<file path="src/rtl/i2c_mem_pkg.sv">
`timescale 1ns/1ps
package i2c_mem_pkg;
  localparam int BYTE_W = 8;

  // Bus events seen by the datapath, consumed by the control
  typedef struct packed {
    logic sclRise;
    logic sclFall;
    logic startSeen;
    logic stopSeen;
    logic byteFull;
    logic devMatch;
    logic rwBit;
    logic sdaNow;
  } busEvt_t;

  // Strobes from the control to the datapath
  typedef struct packed {
    logic cntClr;
    logic shiftIn;
    logic txLoad;
    logic txShift;
    logic ackOn;
    logic relOn;
    logic ptrLoad;
    logic ptrInc;
    logic wrFire;
  } dpCmd_t;

  typedef enum logic [3:0] {
    ST_IDLE, ST_DEV, ST_DEVACK, ST_PTR, ST_PTRACK,
    ST_WR, ST_WRACK, ST_RD, ST_RDACK
  } state_t;
endpackage

</file>
<file path="src/rtl/i2c_mem_dp.sv">
`timescale 1ns/1ps
module i2c_mem_dp
  import i2c_mem_pkg::*;
#(
  parameter int ADDR_W = 8,
  parameter logic [6:0] DEV_ADDR = 7'b1010000
) (
  input  logic              clk,
  input  logic              rstN,
  input  logic              sclIn,
  input  logic              sdaIn,
  input  logic [BYTE_W-1:0] rdData,
  input  dpCmd_t            cmd,
  output busEvt_t           evt,
  output logic              sdaDriveLow,
  output logic [ADDR_W-1:0] ptr,
  output logic              wrReq,
  output logic [ADDR_W-1:0] wrAddr,
  output logic [BYTE_W-1:0] wrData
);
  localparam int CNT_W = $clog2(BYTE_W + 1);
  localparam logic [CNT_W-1:0] CNT_FULL = CNT_W'(BYTE_W);

  logic sclQ, sdaQ;
  logic [BYTE_W-1:0] shiftReg;
  logic [CNT_W-1:0] bitCnt;

  assign evt.sclRise   = sclIn & ~sclQ;
  assign evt.sclFall   = ~sclIn & sclQ;
  assign evt.startSeen = sclIn & sclQ & sdaQ & ~sdaIn;
  assign evt.stopSeen  = sclIn & sclQ & ~sdaQ & sdaIn;
  assign evt.byteFull  = (bitCnt == CNT_FULL);
  assign evt.devMatch  = (shiftReg[BYTE_W-1:1] == DEV_ADDR);
  assign evt.rwBit     = shiftReg[0];
  assign evt.sdaNow    = sdaIn;

  always_ff @(posedge clk) begin
    if (!rstN) begin
      sclQ        <= 1'b1;
      sdaQ        <= 1'b1;
      shiftReg    <= '0;
      bitCnt      <= '0;
      sdaDriveLow <= 1'b0;
      ptr         <= '0;
      wrReq       <= 1'b0;
      wrAddr      <= '0;
      wrData      <= '0;
    end else begin
      sclQ  <= sclIn;
      sdaQ  <= sdaIn;
      wrReq <= cmd.wrFire;
      if (cmd.wrFire) begin
        wrAddr <= ptr;
        wrData <= shiftReg;
      end
      if (cmd.ptrLoad) ptr <= shiftReg[ADDR_W-1:0];
      else if (cmd.ptrInc) ptr <= ptr + 1'b1;

      if (cmd.cntClr) bitCnt <= '0;
      else if (evt.sclRise && !evt.byteFull) bitCnt <= bitCnt + 1'b1;

      if (cmd.txLoad) shiftReg <= rdData;
      else if (cmd.txShift) shiftReg <= {shiftReg[BYTE_W-2:0], 1'b0};
      else if (cmd.shiftIn && evt.sclRise) shiftReg <= {shiftReg[BYTE_W-2:0], sdaIn};

      if (cmd.relOn) sdaDriveLow <= 1'b0;
      else if (cmd.ackOn) sdaDriveLow <= 1'b1;
      else if (cmd.txLoad) sdaDriveLow <= ~rdData[BYTE_W-1];
      else if (cmd.txShift) sdaDriveLow <= ~shiftReg[BYTE_W-2];
    end
  end

  // a write request lasts one cycle
  p_wr_pulse_r6: assert property (@(posedge clk) disable iff (!rstN)
    wrReq |=> !wrReq);

  // pointer stands one past the address just written
  p_ptr_step_r6: assert property (@(posedge clk) disable iff (!rstN)
    wrReq |-> (ptr == wrAddr + 1'b1));
endmodule

</file>
<file path="src/rtl/i2c_mem_ctrl.sv">
`timescale 1ns/1ps
module i2c_mem_ctrl
  import i2c_mem_pkg::*;
(
  input  logic    clk,
  input  logic    rstN,
  input  logic    memBusy,
  input  busEvt_t evt,
  output dpCmd_t  cmd
);
  state_t state, nextState;
  logic rwReg, mNack;

  always_comb begin
    cmd = '0;
    nextState = state;
    if (memBusy) begin
      nextState = ST_IDLE;
      cmd.relOn = 1'b1;
    end else if (evt.startSeen) begin
      nextState  = ST_DEV;
      cmd.cntClr = 1'b1;
      cmd.relOn  = 1'b1;
    end else if (evt.stopSeen) begin
      nextState = ST_IDLE;
      cmd.relOn = 1'b1;
    end else begin
      case (state)
        ST_DEV: begin
          cmd.shiftIn = 1'b1;
          if (evt.sclFall && evt.byteFull) begin
            if (evt.devMatch) begin
              nextState = ST_DEVACK;
              cmd.ackOn = 1'b1;
            end else begin
              nextState = ST_IDLE;
            end
          end
        end
        ST_DEVACK: if (evt.sclFall) begin
          cmd.cntClr = 1'b1;
          if (rwReg) begin
            cmd.txLoad = 1'b1;
            nextState  = ST_RD;
          end else begin
            cmd.relOn = 1'b1;
            nextState = ST_PTR;
          end
        end
        ST_PTR: begin
          cmd.shiftIn = 1'b1;
          if (evt.sclFall && evt.byteFull) begin
            cmd.ptrLoad = 1'b1;
            cmd.ackOn   = 1'b1;
            nextState   = ST_PTRACK;
          end
        end
        ST_PTRACK, ST_WRACK: if (evt.sclFall) begin
          cmd.relOn  = 1'b1;
          cmd.cntClr = 1'b1;
          nextState  = ST_WR;
        end
        ST_WR: begin
          cmd.shiftIn = 1'b1;
          if (evt.sclFall && evt.byteFull) begin
            cmd.wrFire = 1'b1;
            cmd.ptrInc = 1'b1;
            cmd.ackOn  = 1'b1;
            nextState  = ST_WRACK;
          end
        end
        ST_RD: if (evt.sclFall) begin
          if (evt.byteFull) begin
            cmd.relOn  = 1'b1;
            cmd.ptrInc = 1'b1;
            nextState  = ST_RDACK;
          end else begin
            cmd.txShift = 1'b1;
          end
        end
        ST_RDACK: if (evt.sclFall) begin
          if (!mNack) begin
            cmd.txLoad = 1'b1;
            cmd.cntClr = 1'b1;
            nextState  = ST_RD;
          end else begin
            nextState = ST_IDLE;
          end
        end
        default: nextState = state;
      endcase
    end
  end

  always_ff @(posedge clk) begin
    if (!rstN) begin
      state <= ST_IDLE;
      rwReg <= 1'b0;
      mNack <= 1'b1;
    end else begin
      state <= nextState;
      if (state == ST_DEV && nextState == ST_DEVACK) rwReg <= evt.rwBit;
      if (state == ST_RDACK && evt.sclRise) mNack <= evt.sdaNow;
    end
  end
endmodule

</file>
<file path="src/rtl/i2c_mem_target.sv">
`timescale 1ns/1ps
module i2c_mem_target
  import i2c_mem_pkg::*;
#(
  parameter int ADDR_W = 8,
  parameter logic [6:0] DEV_ADDR = 7'b1010000
) (
  input  logic              clk,
  input  logic              rstN,
  input  logic              sclIn,
  input  logic              sdaIn,
  output logic              sdaDriveLow,
  input  logic              memBusy,
  output logic [ADDR_W-1:0] rdAddr,
  input  logic [7:0]        rdData,
  output logic              wrReq,
  output logic [ADDR_W-1:0] wrAddr,
  output logic [7:0]        wrData
);
  busEvt_t evt;
  dpCmd_t  cmd;

  i2c_mem_ctrl u_ctrl (
    .clk(clk), .rstN(rstN), .memBusy(memBusy), .evt(evt), .cmd(cmd)
  );

  i2c_mem_dp #(.ADDR_W(ADDR_W), .DEV_ADDR(DEV_ADDR)) u_dp (
    .clk(clk), .rstN(rstN), .sclIn(sclIn), .sdaIn(sdaIn), .rdData(rdData),
    .cmd(cmd), .evt(evt), .sdaDriveLow(sdaDriveLow), .ptr(rdAddr),
    .wrReq(wrReq), .wrAddr(wrAddr), .wrData(wrData)
  );

  // a START leaves the line released
  p_start_release_r1: assert property (@(posedge clk) disable iff (!rstN)
    evt.startSeen |=> !sdaDriveLow);

  // a STOP leaves the line released
  p_stop_release_r2: assert property (@(posedge clk) disable iff (!rstN)
    evt.stopSeen |=> !sdaDriveLow);

  // busy silences the engine
  p_busy_quiet_r10: assert property (@(posedge clk) disable iff (!rstN)
    memBusy |=> (!sdaDriveLow && !wrReq));

  // drive changes only follow a low clock sample
  p_drive_scl_low_r11: assert property (@(posedge clk) disable iff (!rstN)
    (!$past(memBusy) && !$stable(sdaDriveLow)) |-> !$past(sclIn));
endmodule

</file>
<file path="config.mk">
export PLATFORM = sky130hd
export DESIGN_NAME = i2c_mem_target
export DESIGN_NICKNAME = d
export VERILOG_FILES = /design/src/rtl/i2c_mem_pkg.sv /design/src/rtl/i2c_mem_dp.sv /design/src/rtl/i2c_mem_ctrl.sv /design/src/rtl/i2c_mem_target.sv
export SDC_FILE = /design/constraint.sdc
export NUM_CORES = 1
export LEC_CHECK = 0
export BUFFER_PORTS_ARGS = -buffer_cell sky130_fd_sc_hd__buf_2
export CAP_MARGIN = 25
export CORE_MARGIN = 2
export CORE_UTILIZATION = 35
export DETAILED_ROUTE_END_ITERATION = 6
export GPL_ROUTABILITY_DRIVEN = 0
export GPL_TIMING_DRIVEN = 0
export PLACE_DENSITY = 0.64
export SKIP_LAST_GASP = 1
export SLEW_MARGIN = 30
export SYNTH_ARGS = -nofsm -noshare
export SYNTH_HDL_FRONTEND = slang
export SYNTH_SLANG_ARGS = --single-unit
</file>
<file path="constraint.sdc">
create_clock -name clk -period 3.4 [get_ports clk]
set_input_delay 0.68 -clock clk [delete_from_list [all_inputs] [get_ports clk]]
set_output_delay 0.68 -clock clk [all_outputs]
set_load 0.02 [all_outputs]
</file>
Word level (Yosys, flattened, before mapping)
Index checks and enable logic that the tools add are counted.
- memories: 0
- logic and storage cells: 111
- bits of input ports: 13
- bits in read-only memories: 0
- latch bits: 0
- memory bits (writable): 0
- register bits after elaboration: 46
- output and inout port bits: 26
- reductions and logical operators: 15
- add/subtract/negate cells: 2
- mux-type cells: 57
- bitwise gates (word level): 14
- $mul: 0
- div/mod/pow operators: 0
- eq/ne operators: 11
- order comparisons: 0
- shift operators: 0
- operators with widths (operator ; number):
    $mux 4 ; 12
    $mux 8 ; 5
    $pmux 4 s7 ; 1
    $mux 1 ; 25
    $eq 4x3->1 const B ; 4
    $mux 3 ; 5
    $eq 4x2->1 const B ; 3
    $mux 5 ; 2
    $add 8x1->8 const B ; 1
    $eq 4x4->1 const B ; 2
    $pmux 1 s2 ; 4
    $reduce_or 2->1 ; 4
    $and 1x1->1 ; 7
    $eq 7x7->1 const B ; 1
    $not 1->1 ; 7
    $reduce_bool 3->1 ; 2
    $reduce_or 3->1 ; 2
    $logic_and 1x1->1 ; 5
    $add 4x1->4 const B ; 1
    $eq 4x1->1 const B ; 1
    $mux 2 ; 2
    $pmux 1 s3 ; 1
    $reduce_bool 2->1 ; 1
    $logic_not 1->1 ; 1

Logic depth before layout (Yosys ltp)
Gate-level depths: netlist (run 1).
- depth after elaboration: 12
- gate-level depth with buffers: 9
- gate-level depth less buffers: 7

Modules after synthesis
From an unflattened synthesis (run 1), not the netlist that was laid out.
- cell total of the unflattened synthesis: 267
- area total of the unflattened synthesis: 2441.1 um2
- by module, submodules not included (module ; seq. area each (um2) ; area each (um2) ; instances ; cells each):
    i2c_mem_dp ; 800.8 ; 1869.3 ; 1 ; 195
    i2c_mem_ctrl ; 120.1 ; 571.8 ; 1 ; 72

Least setup slack after synthesis (run 1)
OpenSTA, ideal clock, no wires.
- kind: input to register
- from: input sclIn
- to: register u_dp.ptr[1]
- path buffers: 2
- cell stages on the path: 6
- setup slack: 1.290 ns
- library setup time: 0.141 ns
- data arrival time: 1.969 ns
- required time: 3.259 ns
- cell sequence: buf_2 > nand2b_1 > nor4_4 > buf_4 > mux2i_1 > a21oi_1
- cells in the longest elaborated chain, start to end: 9
- elaborated cells on any way between the ends: 18
- classes of those cells: mux: 9; bitwise: 7; reduce/logical: 2
- RTL lines (item ; RTL line ; text):
    start: declaration ; i2c_mem_target.sv:10 ; input logic sclIn,
    $not 1->1 ; i2c_mem_dp.sv:29 ; assign evt.sclFall = ~sclIn & sclQ;
    $and 1x1->1 ; i2c_mem_dp.sv:29 ;
    $logic_and 1x1->1 ; i2c_mem_ctrl.sv:52, i2c_mem_ctrl.sv:65 ;
    $mux 2 or $mux 1 (tied branches) ; i2c_mem_ctrl.sv:65, i2c_mem_ctrl.sv:52 ;
    $pmux 1 s2 or $mux 1 (tied branches) ; i2c_mem_ctrl.sv:28 ; case (state)
    $mux 3 ; i2c_mem_ctrl.sv:24 ; end else if (evt.stopSeen) begin
    $mux 3 (*) ; i2c_mem_ctrl.sv:20 ; end else if (evt.startSeen) begin
    $mux 3 (*) ; i2c_mem_ctrl.sv:17 ; if (memBusy) begin
    $reduce_bool 2->1 (no source line) or $mux 8 (tied branches) ; - ;
    end signal: assignment ; i2c_mem_dp.sv:56 ; if (cmd.ptrLoad) ptr <= shiftReg[ADDR_W-1:0];
    end signal: assignment ; i2c_mem_dp.sv:57 ; else if (cmd.ptrInc) ptr <= ptr + 1'b1;
    end: declaration ; i2c_mem_dp.sv:16 ; output logic [ADDR_W-1:0] ptr,
Every way passes the cells marked *; elsewhere a longest branch is shown, timed or not.
A chain may end at the register's enable or synchronous reset.

Final worst setup path (run 1)
- from: register u_dp.bitCnt[0]
- to: register u_dp.sdaDriveLow
- cells in the longest elaborated chain, start to end: 8
- elaborated cells on any way between the ends: 20
- classes of those cells: eq/ne: 1; mux: 16; reduce/logical: 3
- RTL lines (item ; RTL line ; text):
    start: declaration ; i2c_mem_dp.sv:26 ; logic [CNT_W-1:0] bitCnt;
    start signal: assignment ; i2c_mem_dp.sv:60 ; else if (evt.sclRise && !evt.byteFull) bitCnt <= bitCnt + 1'b1;
    $eq 4x4->1 (*) ; i2c_mem_dp.sv:32 ; assign evt.byteFull = (bitCnt == CNT_FULL);
    $mux 1 or $logic_and 1x1->1 (tied branches) ; - ;
    $mux 1 (on tied branches) ; - ;
    $pmux 1 s3 (tied with other cells) ; i2c_mem_ctrl.sv:28 ;
    $mux 1 or $mux 5 (tied branches) ; i2c_mem_ctrl.sv:24 ;
    $mux 1 or $mux 4 (tied branches) ; i2c_mem_ctrl.sv:20 ;
    $mux 1 or $mux 5 (tied branches) ; i2c_mem_ctrl.sv:17 ;
    $reduce_or 2->1 (no source line) (tied with other cells) ; - ;
    end signal: assignment ; i2c_mem_dp.sv:68 ; else if (cmd.txLoad) sdaDriveLow <= ~rdData[BYTE_W-1];
    end signal: assignment ; i2c_mem_dp.sv:69 ; else if (cmd.txShift) sdaDriveLow <= ~shiftReg[BYTE_W-2];
    end: declaration ; i2c_mem_dp.sv:15 ; output logic sdaDriveLow,
Marked as above.

==> load_flow_metrics.sql, run 1 <==
INSERT INTO impl_metrics (metric_group, metric, value, unit) VALUES
('run_status', 'outcome', 'complete, no violations', ''),
('worst_setup_path', 'worstSetupPathType', 'reg2reg', ''),
('synth', 'biggest_area_consumer_among_synthesized_cells', 'sky130_fd_sc_hd__dfxtp_1', ''),
('route', 'avgViaCountPerCell', '5.53', ''),
('synth', 'synthMostInstantiatedCell', 'sky130_fd_sc_hd__dfxtp_1', ''),
('sta', 'setup_violations', '0', ''),
('worst_setup_path', 'cpLargestDelayFamily', 'simple AND/OR/NAND/NOR gates', ''),
('route', 'drt_pre_antenna_iters', '4', ''),
('sta', 'final.min_clock_period', '2.16', 'ns'),
('global_routing', 'grt.overflow.total', '0', ''),
('synth', 'synth_nets', '292', ''),
('worst_setup_path', 'critical_path_cell_count', '6', ''),
('power', 'worst_ir_drop_vdd', '0.179', 'mV'),
('worst_setup_path', 'worstRegToRegCells', '6', ''),
('global_routing', 'groute.usage.overall', '0.172', ''),
('route', 'route.detailed.wl_per_inst', '15.4', 'um'),
('worst_setup_path', 'slowest_delay', '0.62', 'ns'),
('placement', 'place.detailed.instances', '389', ''),
('clock_network', 'cts_repair_resize_count', '0', ''),
('finish', 'diodes', '0', ''),
('sta', 'hold_viol', '0', ''),
('sta', 'worst-slew-pin-transition', '0.692', 'ns'),
('finish', 'syn_to_final_growth', '15.6', '%'),
('min_path', 'hold_path.class', 'reg2reg', ''),
('clock_network', 'clkSinkCount', '46', ''),
('synth', 'synth-async-reset-ratio', '0', ''),
('worst_setup_path', 'critical_path_buf_inv_count', '1', ''),
('worst_setup_path', 'critical_path.max_fanout', '4', ''),
('finish', 'fraction_of_final_layout_cells_sized_beyond_drive_strength_1', '0.197', ''),
('synth', 'synth-seq-cells', '46', ''),
('placement', 'place.detailed.hpwl', '4370', 'um'),
('clock_network', 'clk_transition_reported_paths', '0.09', 'ns'),
('synth', 'syn-mean-instance-area', '8.58', 'um^2'),
('route', 'drt_iter0_drc', '142', ''),
('worst_setup_path', 'crit_required', '3.60', 'ns'),
('floorplan', 'std_cell_rows', '29', ''),
('global_routing', 'grt_first_pass_wirelength', '10200', 'um'),
('route', 'drt_drc_violations_left', '0', ''),
('synth', 'synth.yosys.warnings', '0', ''),
('floorplan', 'design.core.area', '6460', 'um^2'),
('route', 'dr_total_vias', '2196', ''),
('floorplan', 'fp.dieArea', '7440', 'um^2'),
('floorplan', 'die_height', '86.3', 'um'),
('sta', 'timing.final.max_slew_violations', '0', ''),
('sta', 'timing.slew.headroom', '0.535', ''),
('synth', 'ys_seq_area_frac', '0.389', ''),
('synth', 'synth-edff-count', '0', ''),
('worst_setup_path', 'type_of_destination_of_the_critical_path', 'flip-flop', ''),
('sta', 'grt_setup_unrepaired', 'no', ''),
('placement', 'port_buffers', '36', ''),
('worst_setup_path', 'cp-start-kind', 'flip-flop', ''),
('clock_network', 'clock_tree.root_cell', 'sky130_fd_sc_hd__clkbuf_8', ''),
('worst_setup_path', 'crit_arrival', '2.36', 'ns'),
('floorplan', 'design.portCount', '39', ''),
('clock_network', 'ctsHoldBuffers', '0', ''),
('sta', 'finClkSkew', '0.00676', 'ns'),
('power', 'power_density', '343', 'nW/um^2'),
('flow_run', 'maxCapViolCount', '0', ''),
('route', 'routed_wirelength', '6100', 'um'),
('global_routing', 'first_global_vias', '2001', ''),
('finish', 'stdcell_count', '397', ''),
('clock_network', 'tritoncts.num_buffers', '5', ''),
('synth', 'ys_top_cells_by_area', 'sky130_fd_sc_hd__dfxtp_1 (39%), sky130_fd_sc_hd__mux2i_1 (12%), sky130_fd_sc_hd__nor2_1 (5.4%), sky130_fd_sc_hd__a21oi_1 (4.4%), sky130_fd_sc_hd__nand2_1 (3.0%)', ''),
('sta', 'timing.fmax', '463', 'MHz'),
('sta', 'finalSetupTns', '0', 'ns'),
('clock_network', 'ctsHtreeMaxLevel', '2', ''),
('floorplan', 'start_util', '0.367', ''),
('worst_setup_path', 'critical_path.cell_chain', 'inv_1, ha_1, and3b_2, nor4_1, o211ai_1, a2111oi_1', ''),
('global_routing', 'antenna_found_initial', '0', ''),
('synth', 'synthDistinctLibCells', '50', ''),
('global_routing', 'grt_start_max_net_pins', '17', '');
-- routing by layer --
layer | vias to the layer above | track usage | share of wire
met1 | 1020 | 0.252 | 0.48
met4 | 0 | 0.0469 | 0.013
met3 | 7 | 0.0314 | 0.061
met5 | - | 0 | 0
met2 | 87 | 0.260 | 0.45
li1 | 1082 | - | -
-- cells in the final DEF, fill, tap and decap left out, types with 3 or more instances in the layout --
| cell type | instances |
|---|---|
| sky130_fd_sc_hd__nand3_1 | 9 |
| sky130_fd_sc_hd__o211ai_1 | 3 |
| sky130_fd_sc_hd__o21ai_0 | 13 |
| sky130_fd_sc_hd__nand2_1 | 19 |
| sky130_fd_sc_hd__or3_1 | 5 |
| sky130_fd_sc_hd__nor3_1 | 3 |
| sky130_fd_sc_hd__xor2_1 | 3 |
| sky130_fd_sc_hd__nand3b_1 | 4 |
| sky130_fd_sc_hd__nor4_1 | 5 |
| sky130_fd_sc_hd__mux2i_1 | 28 |
| sky130_fd_sc_hd__a31oi_1 | 3 |
| sky130_fd_sc_hd__clkbuf_1 | 9 |
| sky130_fd_sc_hd__a21oi_1 | 21 |
| sky130_fd_sc_hd__nand4b_1 | 5 |
| sky130_fd_sc_hd__o22ai_1 | 5 |
| sky130_fd_sc_hd__ha_1 | 3 |
| sky130_fd_sc_hd__buf_2 | 43 |
| sky130_fd_sc_hd__nor2b_1 | 3 |
| sky130_fd_sc_hd__nor3b_1 | 3 |
| sky130_fd_sc_hd__clkbuf_8 | 5 |
| sky130_fd_sc_hd__nand2b_1 | 6 |
| sky130_fd_sc_hd__dfxtp_1 | 46 |
| sky130_fd_sc_hd__nor2_1 | 34 |
| sky130_fd_sc_hd__inv_1 | 7 |
-- path summary, 6_finish.rpt --
path | start | endpoint | slack, ns
worst max-delay path | u_dp.bitCnt[0] | u_dp.sdaDriveLow | 1.24
worst min-delay path | u_ctrl.rwReg | u_ctrl.rwReg | 0.50
worst max register to register | u_dp.bitCnt[0] | u_dp.sdaDriveLow | 1.24
worst min register to register | u_ctrl.rwReg | u_ctrl.rwReg | 0.50
-- state kept, by name, summed over array words and instances, names as in the netlist, 4 cells and up --
register       cells
u_dp.wrData        8
u_dp.shiftReg      8
u_dp.bitCnt        4
u_dp.ptr           8
u_dp.wrAddr        8
u_ctrl.state       4
-- area by class of cell --
cell class | count | area, um^2 | area share
plain buffers | 18 | 83.8 | 0.0306
repair buffers | 36 | 180 | 0.0658
multi-input cells | 203 | 1330 | 0.486
clock inverters | 3 | 25.0 | 0.00914
clock buffers | 5 | 68.8 | 0.0251
well taps | 77 | 96.3 | 0.0352
inverters | 9 | 33.8 | 0.0123
flip-flops and latches | 46 | 921 | 0.336
-- where the power goes --
part	leakage, nW	switching, mW	internal [mW]	total [mW]
Sequential	0.371	0.00330	0.541	0.544
Combinational	0.713	0.0305	0.0161	0.0466
Clock	0.0447	0.201	0.149	0.350
Total	1.13	0.235	0.705	0.941
-- tightest hold or removal path, cell delays in order, from the launching register on --
cell and delay, ns:
sky130_fd_sc_hd__dfxtp_1 0.34, sky130_fd_sc_hd__nand2_1 0.06, sky130_fd_sc_hd__mux2i_1 0.05
-- metrics by stage --
step / hold slack, ns / total power [mW] / area (um^2) / setup slack (ns)
after floorplan: 0.447 / 0.585 / 2370 / 1.29
after global placement: 0.469 / 0.603 / 2650 / 1.03
after detailed placement: 0.482 / 0.603 / 2650 / 1.02
after CTS: 0.495 / 0.957 / 2740 / 1.27
after global routing: 0.533 / 0.982 / 2740 / 1.03
final: 0.495 / 0.941 / 2740 / 1.24
-- logic make-up after synthesis --
logic type,after synthesis,share of synthesized area
AND/OR/NAND/NOR,107,0.250
AO/OA/AOI/OAI,61,0.163
flip-flops,46,0.389
multiplexers,28,0.118
buffers and inverters,27,0.0497
XOR/XNOR,4,0.0148
adder cells (fa/ha/maj),3,0.0158
Power figures use the tool's default switching activity.
==> run 2: changes to the inputs <==
--- a/config.mk
+++ b/config.mk
@@ -12,7 +12,7 @@
 export DETAILED_ROUTE_END_ITERATION = 6
 export GPL_ROUTABILITY_DRIVEN = 0
 export GPL_TIMING_DRIVEN = 0
-export PLACE_DENSITY = 0.64
+export PLACE_DENSITY = 0.66
 export SKIP_LAST_GASP = 1
 export SLEW_MARGIN = 30
 export SYNTH_ARGS = -nofsm -noshare
==> constraint.sdc (replaced) <==
create_clock -name clk -period 1.9 [get_ports clk]
set_input_delay 0.38 -clock clk [delete_from_list [all_inputs] [get_ports clk]]
set_output_delay 0.38 -clock clk [all_outputs]
set_load 0.02 [all_outputs]
==> run 2 against run 1 <==
Compared with the run above: combinational power rose by 97%; flip-flop and latch count stayed put; clock skew shrank 0.0016 ns; largest power group unchanged; sequential power rose by 79%; highest routed layer unchanged; cell count rose by 3.3%; total power grew 94%; fmax rose by 16%; clock power rose by 120%; die area unchanged; routed wire length is 3.1% higher; critical endpoint unchanged.
==> load_flow_metrics.sql, run 2 (synthesis results as in run 1) <==
INSERT INTO impl_metrics (metric_group, metric, value, unit) VALUES
('global_routing', 'grt_first_pass_wirelength', '10400', 'um'),
('min_path', 'hold_path.class', 'in2reg', ''),
('sta', 'ratio_of_final_minimum_period_to_clock_period', '0.977', ''),
('sta', 'setup_violations', '0', ''),
('global_routing', 'grt.overflow.total', '0', ''),
('power', 'seq_power_share', '0.533', ''),
('power', 'intPower', '1.40', 'mW'),
('clock_network', 'ctsHoldBuffers', '0', ''),
('finish', 'layout_commonest_cell', 'sky130_fd_sc_hd__dfxtp_1', ''),
('global_routing', 'grt_start_max_net_pins', '16', ''),
('worst_setup_path', 'slowest_delay', '0.38', 'ns'),
('worst_setup_path', 'cp-start-kind', 'flip-flop', ''),
('finish', 'fraction_of_final_layout_cells_sized_beyond_drive_strength_1', '0.273', ''),
('global_routing', 'first_global_vias', '1989', ''),
('finish', 'post-route-cell-area', '2950', 'um^2'),
('worst_setup_path', 'crit_required', '2.10', 'ns'),
('clock_network', 'clock_latency_at_the_later_pin_of_the_worst_skew_pair', '0.31', 'ns'),
('placement', 'port_buffers', '36', ''),
('clock_network', 'tritoncts.num_buffers', '5', ''),
('floorplan', 'design.core.area', '6460', 'um^2'),
('clock_network', 'clock_tree.buffer_depth', '2', ''),
('clock_network', 'clkSinkCount', '46', ''),
('sta', 'timing.fmax', '539', 'MHz'),
('worst_setup_path', 'type_of_destination_of_the_critical_path', 'flip-flop', ''),
('clock_network', 'clk_transition_reported_paths', '0.09', 'ns'),
('worst_setup_path', 'cpLargestDelayFamily', 'simple AND/OR/NAND/NOR gates', ''),
('power', 'leakage', '1.24', 'nW'),
('run_status', 'outcome', 'complete, no violations', ''),
('placement', 'place.detailed.hpwl', '4340', 'um'),
('finish', 'syn_to_final_growth', '24.6', '%'),
('floorplan', 'design.portCount', '39', ''),
('power', 'p_clk_frac', '0.417', ''),
('flow_run', 'maxCapViolCount', '0', ''),
('worst_setup_path', 'critical_path.max_fanout', '4', ''),
('finish', 'nNetsFinal', '348', ''),
('floorplan', 'dieWidth', '86.3', 'um'),
('route', 'drt_drc_violations_left', '0', ''),
('power', 'worst_ir_drop_vdd', '0.356', 'mV'),
('finish', 'final_cell_mix', 'sky130_fd_sc_hd__dfxtp_1 (43), sky130_fd_sc_hd__buf_2 (41), sky130_fd_sc_hd__nor2_1 (33)', ''),
('worst_setup_path', 'crit_arrival', '2.06', 'ns'),
('sta', 'finalSetupTns', '0', 'ns'),
('clock_network', 'tritoncts', 'built', ''),
('floorplan', 'fp.dieArea', '7440', 'um^2'),
('clock_network', 'clock_tree.root_cell', 'sky130_fd_sc_hd__clkbuf_8', ''),
('worst_setup_path', 'worst_path_max_delay_cell', 'sky130_fd_sc_hd__a2111oi_1', ''),
('global_routing', 'groute.usage.overall', '0.176', ''),
('power', 'power_density', '619', 'nW/um^2'),
('worst_setup_path', 'worstSetupPathType', 'reg2reg', ''),
('floorplan', 'std_cell_rows', '29', ''),
('finish', 'utilization', '0.457', ''),
('sta', 'finClkSkew', '0.00517', 'ns'),
('clock_network', 'ctsHtreeMaxLevel', '2', ''),
('sta', 'final.min_clock_period', '1.86', 'ns'),
('route', 'route.detailed.wl_per_inst', '15.3', 'um'),
('route', 'drt_iter0_drc', '132', ''),
('power', 'power.share.switching', '0.236', ''),
('sta', 'hold_slack', '0.326', 'ns'),
('finish', 'diodes', '0', ''),
('route', 'dr_total_vias', '2259', ''),
('placement', 'post_dp_cell_area', '2650', 'um^2'),
('route', 'routed_wirelength', '6280', 'um'),
('route', 'avgViaCountPerCell', '5.51', ''),
('worst_setup_path', 'critical_path.cell_chain', 'inv_2, ha_2, and3b_2, buf_4, nor4_4, o211ai_1, a2111oi_1', ''),
('route', 'drt_pre_antenna_iters', '4', ''),
('sta', 'timing.final.max_slew_violations', '0', ''),
('floorplan', 'die_height', '86.3', 'um'),
('sta', 'timing.slew.headroom', '0.629', ''),
('power', 'combinationalPowerShare', '0.050', ''),
('power', 'power_switching', '0.431', 'mW'),
('route', 'drt.antenna.violating_nets', '0', ''),
('global_routing', 'antenna_found_initial', '0', ''),
('sta', 'hold_viol', '0', ''),
('sta', 'worst-slew-pin-transition', '0.556', 'ns'),
('sta', 'grt_setup_unrepaired', 'yes', ''),
('worst_setup_path', 'critical_path_buf_inv_count', '2', ''),
('floorplan', 'start_util', '0.367', '');
## run 2: cell count changes in the layout (fill, tap and decap cells not counted), sizes merged
cell	change
clkinvlp	-1
bufinv	+1
buf	+12
clkbuf	+1
## run 2: what timing repair did
action                                 in CTS  in global routing
resized for setup                           9                 15
pin swaps                                   3                  4
setup endpoints to repair                  34                 29
endpoints found under the hold margin       0                  0
buffers inserted                            5                  8
## run 2: area by class of cell
| type | instances | area, um^2 |
|---|---|---|
| buffer | 18 | 96.3 |
| timing repair buffer | 49 | 290 |
| multi-input combinational | 203 | 1400 |
| sequential | 46 | 925 |
| clock buffer | 5 | 68.8 |
| inverter | 9 | 33.8 |
| fill | 653 | 3510 |
| tap | 77 | 96.3 |
| clock inverter | 3 | 43.8 |
## run 2: tightest hold or removal path: stages
cell and delay (ns):
sky130_fd_sc_hd__buf_2 0.10, sky130_fd_sc_hd__nand2_1 0.05, sky130_fd_sc_hd__a21oi_1 0.06
## run 2: per-layer routing
metal  GRT usage  routed length (um)
met1       0.265                3010
met2       0.257                2820
met3      0.0324                 328
met4      0.0540                 125
met5           0                   0
## run 2: through the flow
stage | cells | total power [mW] | setup slack, ns
after global placement | 389 | 1.08 | -0.166
after floorplan | 276 | 1.05 | 0.0206
final | 410 | 1.83 | 0.0439
after global routing | 410 | 1.89 | -0.0598
after detailed placement | 389 | 1.08 | -0.216
after CTS | 402 | 1.84 | 0.000131
## run 2: worst paths after layout
kind	from	end	slack (ns)	depth (start not counted)
setup / recovery	u_dp.bitCnt[0]	u_dp.sdaDriveLow	0.04	7
hold / removal	rdData[0]	u_dp.shiftReg[0]	0.33	3
setup reg to reg	u_dp.bitCnt[0]	u_dp.sdaDriveLow	0.04	7
hold reg to reg	u_ctrl.rwReg	u_ctrl.rwReg	0.49	2
## run 2: power groups by stage
stage / sequential (mW) / clock, mW / combinational (mW)
final: 0.974 / 0.761 / 0.0916
after CTS: 0.974 / 0.775 / 0.0864
after floorplan: 0.995 / 0 / 0.0523
after global routing: 0.976 / 0.808 / 0.104
after detailed placement: 0.996 / 0 / 0.0817
after global placement: 0.996 / 0 / 0.0819
==> run 3: changes to the inputs <==
--- a/config.mk
+++ b/config.mk
@@ -5,14 +5,17 @@
 export SDC_FILE = /design/constraint.sdc
 export NUM_CORES = 1
 export LEC_CHECK = 0
+export ABC_AREA = 1
 export BUFFER_PORTS_ARGS = -buffer_cell sky130_fd_sc_hd__buf_2
 export CAP_MARGIN = 25
+export CELL_PAD_IN_SITES_DETAIL_PLACEMENT = 2
+export CELL_PAD_IN_SITES_GLOBAL_PLACEMENT = 2
 export CORE_MARGIN = 2
-export CORE_UTILIZATION = 35
+export CORE_UTILIZATION = 28
 export DETAILED_ROUTE_END_ITERATION = 6
 export GPL_ROUTABILITY_DRIVEN = 0
 export GPL_TIMING_DRIVEN = 0
-export PLACE_DENSITY = 0.66
+export PLACE_DENSITY = 0.86
 export SKIP_LAST_GASP = 1
 export SLEW_MARGIN = 30
 export SYNTH_ARGS = -nofsm -noshare
==> run 3 against run 2 <==
Compared with the run above: die area increased by 25%; critical path depth grew 1; count of clock-buffer cells in the layout unchanged; cell count grew 22%.
==> load_flow_metrics.sql, run 3 <==
INSERT INTO impl_metrics (metric_group, metric, value, unit) VALUES
('sta', 'setup_violations', '0', ''),
('synth', 'synth_nets', '365', ''),
('power', 'intPower', '1.26', 'mW'),
('route', 'drt.antenna.violating_nets', '0', ''),
('route', 'route.detailed.wl_per_inst', '16.3', 'um'),
('global_routing', 'grt.overflow.total', '0', ''),
('global_routing', 'grt_use_met2', '0.337', ''),
('finish', 'final_cell_mix', 'sky130_fd_sc_hd__nand2_1 (62), sky130_fd_sc_hd__nor2_1 (59), sky130_fd_sc_hd__dfxtp_1 (45)', ''),
('global_routing', 'grt_busiest_layer', 'met2', ''),
('finish', 'diodes', '0', ''),
('finish', 'syn_to_final_growth', '18.6', '%'),
('floorplan', 'fp.dieArea', '9270', 'um^2'),
('sta', 'final.min_clock_period', '1.77', 'ns'),
('worst_setup_path', 'cp-start-kind', 'flip-flop', ''),
('floorplan', 'start_util', '0.290', ''),
('clock_network', 'clock_tree.root_cell', 'sky130_fd_sc_hd__clkbuf_8', ''),
('floorplan', 'dieWidth', '96.3', 'um'),
('synth', 'complex_gate_fraction_of_the_synthesized_area', '0.183', ''),
('worst_setup_path', 'crit_arrival', '1.98', 'ns'),
('synth', 'synth_cells', '349', ''),
('global_routing', 'groute.usage.overall', '0.190', ''),
('synth', 'post_synth_instance_area', '2380', 'um^2'),
('synth', 'post_synth_xor_area_fraction', '0.0257', ''),
('clock_network', 'clk_transition_reported_paths', '0.10', 'ns'),
('route', 'dr_total_vias', '2458', ''),
('synth', 'synth-seq-cells', '46', ''),
('synth', 'synth_largest_type_area_fraction', '0.386', ''),
('route', 'drt_iter0_drc', '60', ''),
('sta', 'finClkSkew', '0.00988', 'ns'),
('floorplan', 'design.portCount', '39', ''),
('synth', 'synth-async-reset-ratio', '0', ''),
('flow_run', 'maxCapViolCount', '0', ''),
('global_routing', 'first_global_vias', '2697', ''),
('synth', 'yosys_most_used_dff', 'sky130_fd_sc_hd__dfxtp_1', ''),
('power', 'worst_ir_drop_vdd', '0.274', 'mV'),
('power', 'leakage', '1.31', 'nW'),
('global_routing', 'grt.met3_usage', '0.0196', ''),
('power', 'p_clk_frac', '0.383', ''),
('placement', 'port_buffers', '38', ''),
('route', 'drt_pre_antenna_iters', '4', ''),
('power', 'seq_power_share', '0.568', ''),
('synth', 'yosys-mux-area-fraction', '0', ''),
('finish', 'nNetsFinal', '411', ''),
('synth', 'synthDistinctLibCells', '33', ''),
('power', 'combinationalPowerShare', '0.049', ''),
('finish', 'layout_commonest_cell', 'sky130_fd_sc_hd__nand2_1', ''),
('floorplan', 'std_cell_rows', '33', ''),
('clock_network', 'tritoncts.num_buffers', '5', ''),
('finish', 'post-route-cell-area', '2830', 'um^2'),
('route', 'routed_wirelength', '8170', 'um'),
('sta', 'ratio_of_final_minimum_period_to_clock_period', '0.933', ''),
('synth', 'ys_seq_area_frac', '0.386', ''),
('synth', 'post_synth_and_or_nand_nor_area_fraction', '0.297', ''),
('placement', 'place.detailed.instances', '492', ''),
('synth', 'ys_top_cells_by_area', 'sky130_fd_sc_hd__dfxtp_1 (39%), sky130_fd_sc_hd__nand2_1 (9.9%), sky130_fd_sc_hd__nor2_1 (9.8%), sky130_fd_sc_hd__o21ai_0 (8.8%), sky130_fd_sc_hd__inv_1 (5.7%)', ''),
('route', 'avgViaCountPerCell', '4.91', ''),
('floorplan', 'design.core.area', '8220', 'um^2'),
('worst_setup_path', 'type_of_destination_of_the_critical_path', 'flip-flop', ''),
('sta', 'timing.slew.headroom', '0.685', ''),
('sta', 'timing.final.max_slew_violations', '0', ''),
('finish', 'layout.filler_cells', '999', ''),
('clock_network', 'clock_latency_at_the_later_pin_of_the_worst_skew_pair', '0.31', 'ns'),
('power', 'power_density', '606', 'nW/um^2'),
('placement', 'place.detailed.hpwl', '6070', 'um'),
('clock_network', 'clock_tree.buffer_depth', '2', ''),
('route', 'drt_drc_violations_left', '0', ''),
('synth', 'synth.yosys.warnings', '0', ''),
('finish', 'fraction_of_final_layout_cells_sized_beyond_drive_strength_1', '0.212', ''),
('global_routing', 'gr-usage-met1', '0.239', ''),
('worst_setup_path', 'crit_required', '2.11', 'ns'),
('clock_network', 'clkSinkCount', '46', ''),
('sta', 'hold_viol', '0', ''),
('worst_setup_path', 'critical_path.max_fanout', '8', ''),
('global_routing', 'antenna_found_initial', '0', ''),
('global_routing', 'grt_first_pass_wirelength', '13600', 'um'),
('min_path', 'hold_path.class', 'in2reg', ''),
('floorplan', 'die_height', '96.3', 'um'),
('run_status', 'outcome', 'complete, no violations', ''),
('finish', 'stdcell_count', '501', ''),
('synth', 'synthesized_area_fraction_occupied_by_adder_cells', '0.0157', ''),
('synth', 'synth-edff-count', '0', ''),
('clock_network', 'tritoncts', 'built', ''),
('synth', 'syn-mean-instance-area', '6.83', 'um^2'),
('synth', 'post_synth_most_frequent_cells', 'sky130_fd_sc_hd__nand2_1 (63), sky130_fd_sc_hd__nor2_1 (62), sky130_fd_sc_hd__dfxtp_1 (46)', ''),
('global_routing', 'grt_start_max_net_pins', '17', ''),
('sta', 'timing.fmax', '564', 'MHz'),
('sta', 'worst-slew-pin-transition', '0.473', 'ns'),
('placement', 'post_dp_cell_area', '2710', 'um^2'),
('worst_setup_path', 'worstSetupPathType', 'reg2reg', ''),
('synth', 'synthMostInstantiatedCell', 'sky130_fd_sc_hd__nand2_1', ''),
('synth', 'synth_top_family_by_area', 'simple AND/OR/NAND/NOR gates', ''),
('power', 'power_switching', '0.453', 'mW'),
('power', 'power.share.switching', '0.264', ''),
('clock_network', 'ctsHtreeMaxLevel', '2', ''),
('synth', 'biggest_area_consumer_among_synthesized_cells', 'sky130_fd_sc_hd__dfxtp_1', ''),
('sta', 'hold_slack', '0.304', 'ns');
==> run 3: cell types whose count changed in the layout (fill, tap and decap cells not counted), sizes merged, moves of 15 or more <==
cell / before / now
nor2: 34 / 69
mux2i: 28 / 0
o21ai: 15 / 49
inv: 10 / 44
buf: 57 / 42
nand2: 19 / 70
==> run 3: layer usage <==
metal / vias to the layer above / part of all wire / wire length (um)
li1: 1214 / - / -
met1: 1196 / 0.45 / 3700
met2: 37 / 0.50 / 4120
met3: 11 / 0.027 / 222
met4: 0 / 0.016 / 133
met5: - / 0 / 0
==> run 3: layout make-up <==
| class | instances | area [um^2] | share of cell area |
|---|---|---|---|
| inverters | 44 | 170 | 0.0602 |
| repair buffers | 39 | 198 | 0.0699 |
| clock buffers | 5 | 68.8 | 0.0243 |
| flip-flops and latches | 46 | 922 | 0.326 |
| multi-input cells | 251 | 1260 | 0.445 |
| clock inverters | 3 | 25.0 | 0.00885 |
| plain buffers | 8 | 53.8 | 0.0190 |
| well taps | 105 | 131 | 0.0465 |
==> run 3: worst paths after layout <==
check,start,endpoint,slack [ns],depth (start not counted)
worst min register to register,u_dp.wrAddr[0],u_dp.wrAddr[0],0.48,2
worst max-delay path,u_ctrl.state[3],u_dp.shiftReg[4],0.13,8
worst min-delay path,sclIn,u_dp.sclQ,0.30,3
worst max register to register,u_ctrl.state[3],u_dp.shiftReg[4],0.13,8
==> run 3: per-stage QoR <==
step | setup WS (ns) | total power [mW] | setup TNS, ns | utilization
after CTS | 0.0639 | 1.73 | 0 | 0.341
after global routing | -0.0424 | 1.78 | -0.113 | 0.344
after floorplan | 0.432 | 1.04 | 0 | -
after global placement | 0.165 | 1.08 | 0 | 0.329
final | 0.128 | 1.71 | 0 | 0.344
after detailed placement | 0.0953 | 1.08 | 0 | 0.329
==> run 3: timing repair <==
item / 4_1_cts / 5_1_grt
hold buffers: 0 / 0
endpoints found under the hold margin: 0 / 0
setup endpoints to repair: 0 / 13
gates resized for setup: 0 / 8
setup buffers: 0 / 1
==> run 3: kinds of logic after synthesis <==
group	Yosys count
flip-flops	46
adder cells (fa/ha/maj)	3
AND/OR/NAND/NOR	161
AO/OA/AOI/OAI	80
XOR/XNOR	7
buffers and inverters	52
==> run 3: power by group through the flow <==
stage | sequential, mW | combinational [mW] | clock [mW]
global route | 0.975 | 0.0955 | 0.707
global placement | 0.996 | 0.0804 | 0
detailed placement | 0.996 | 0.0839 | 0
finish | 0.974 | 0.0840 | 0.657
floorplan | 0.995 | 0.0477 | 0
CTS | 0.974 | 0.0848 | 0.675
==> run 3: critical path: stages (launching register included) <==
cell and delay [ns]:
sky130_fd_sc_hd__dfxtp_1 0.38, sky130_fd_sc_hd__nor2_2 0.21, sky130_fd_sc_hd__nand3_2 0.16, sky130_fd_sc_hd__o21ai_2 0.25, sky130_fd_sc_hd__nand2_4 0.13, sky130_fd_sc_hd__and3_1 0.20
sky130_fd_sc_hd__buf_6 0.14, sky130_fd_sc_hd__nor2_1 0.13, sky130_fd_sc_hd__nor2_1 0.07
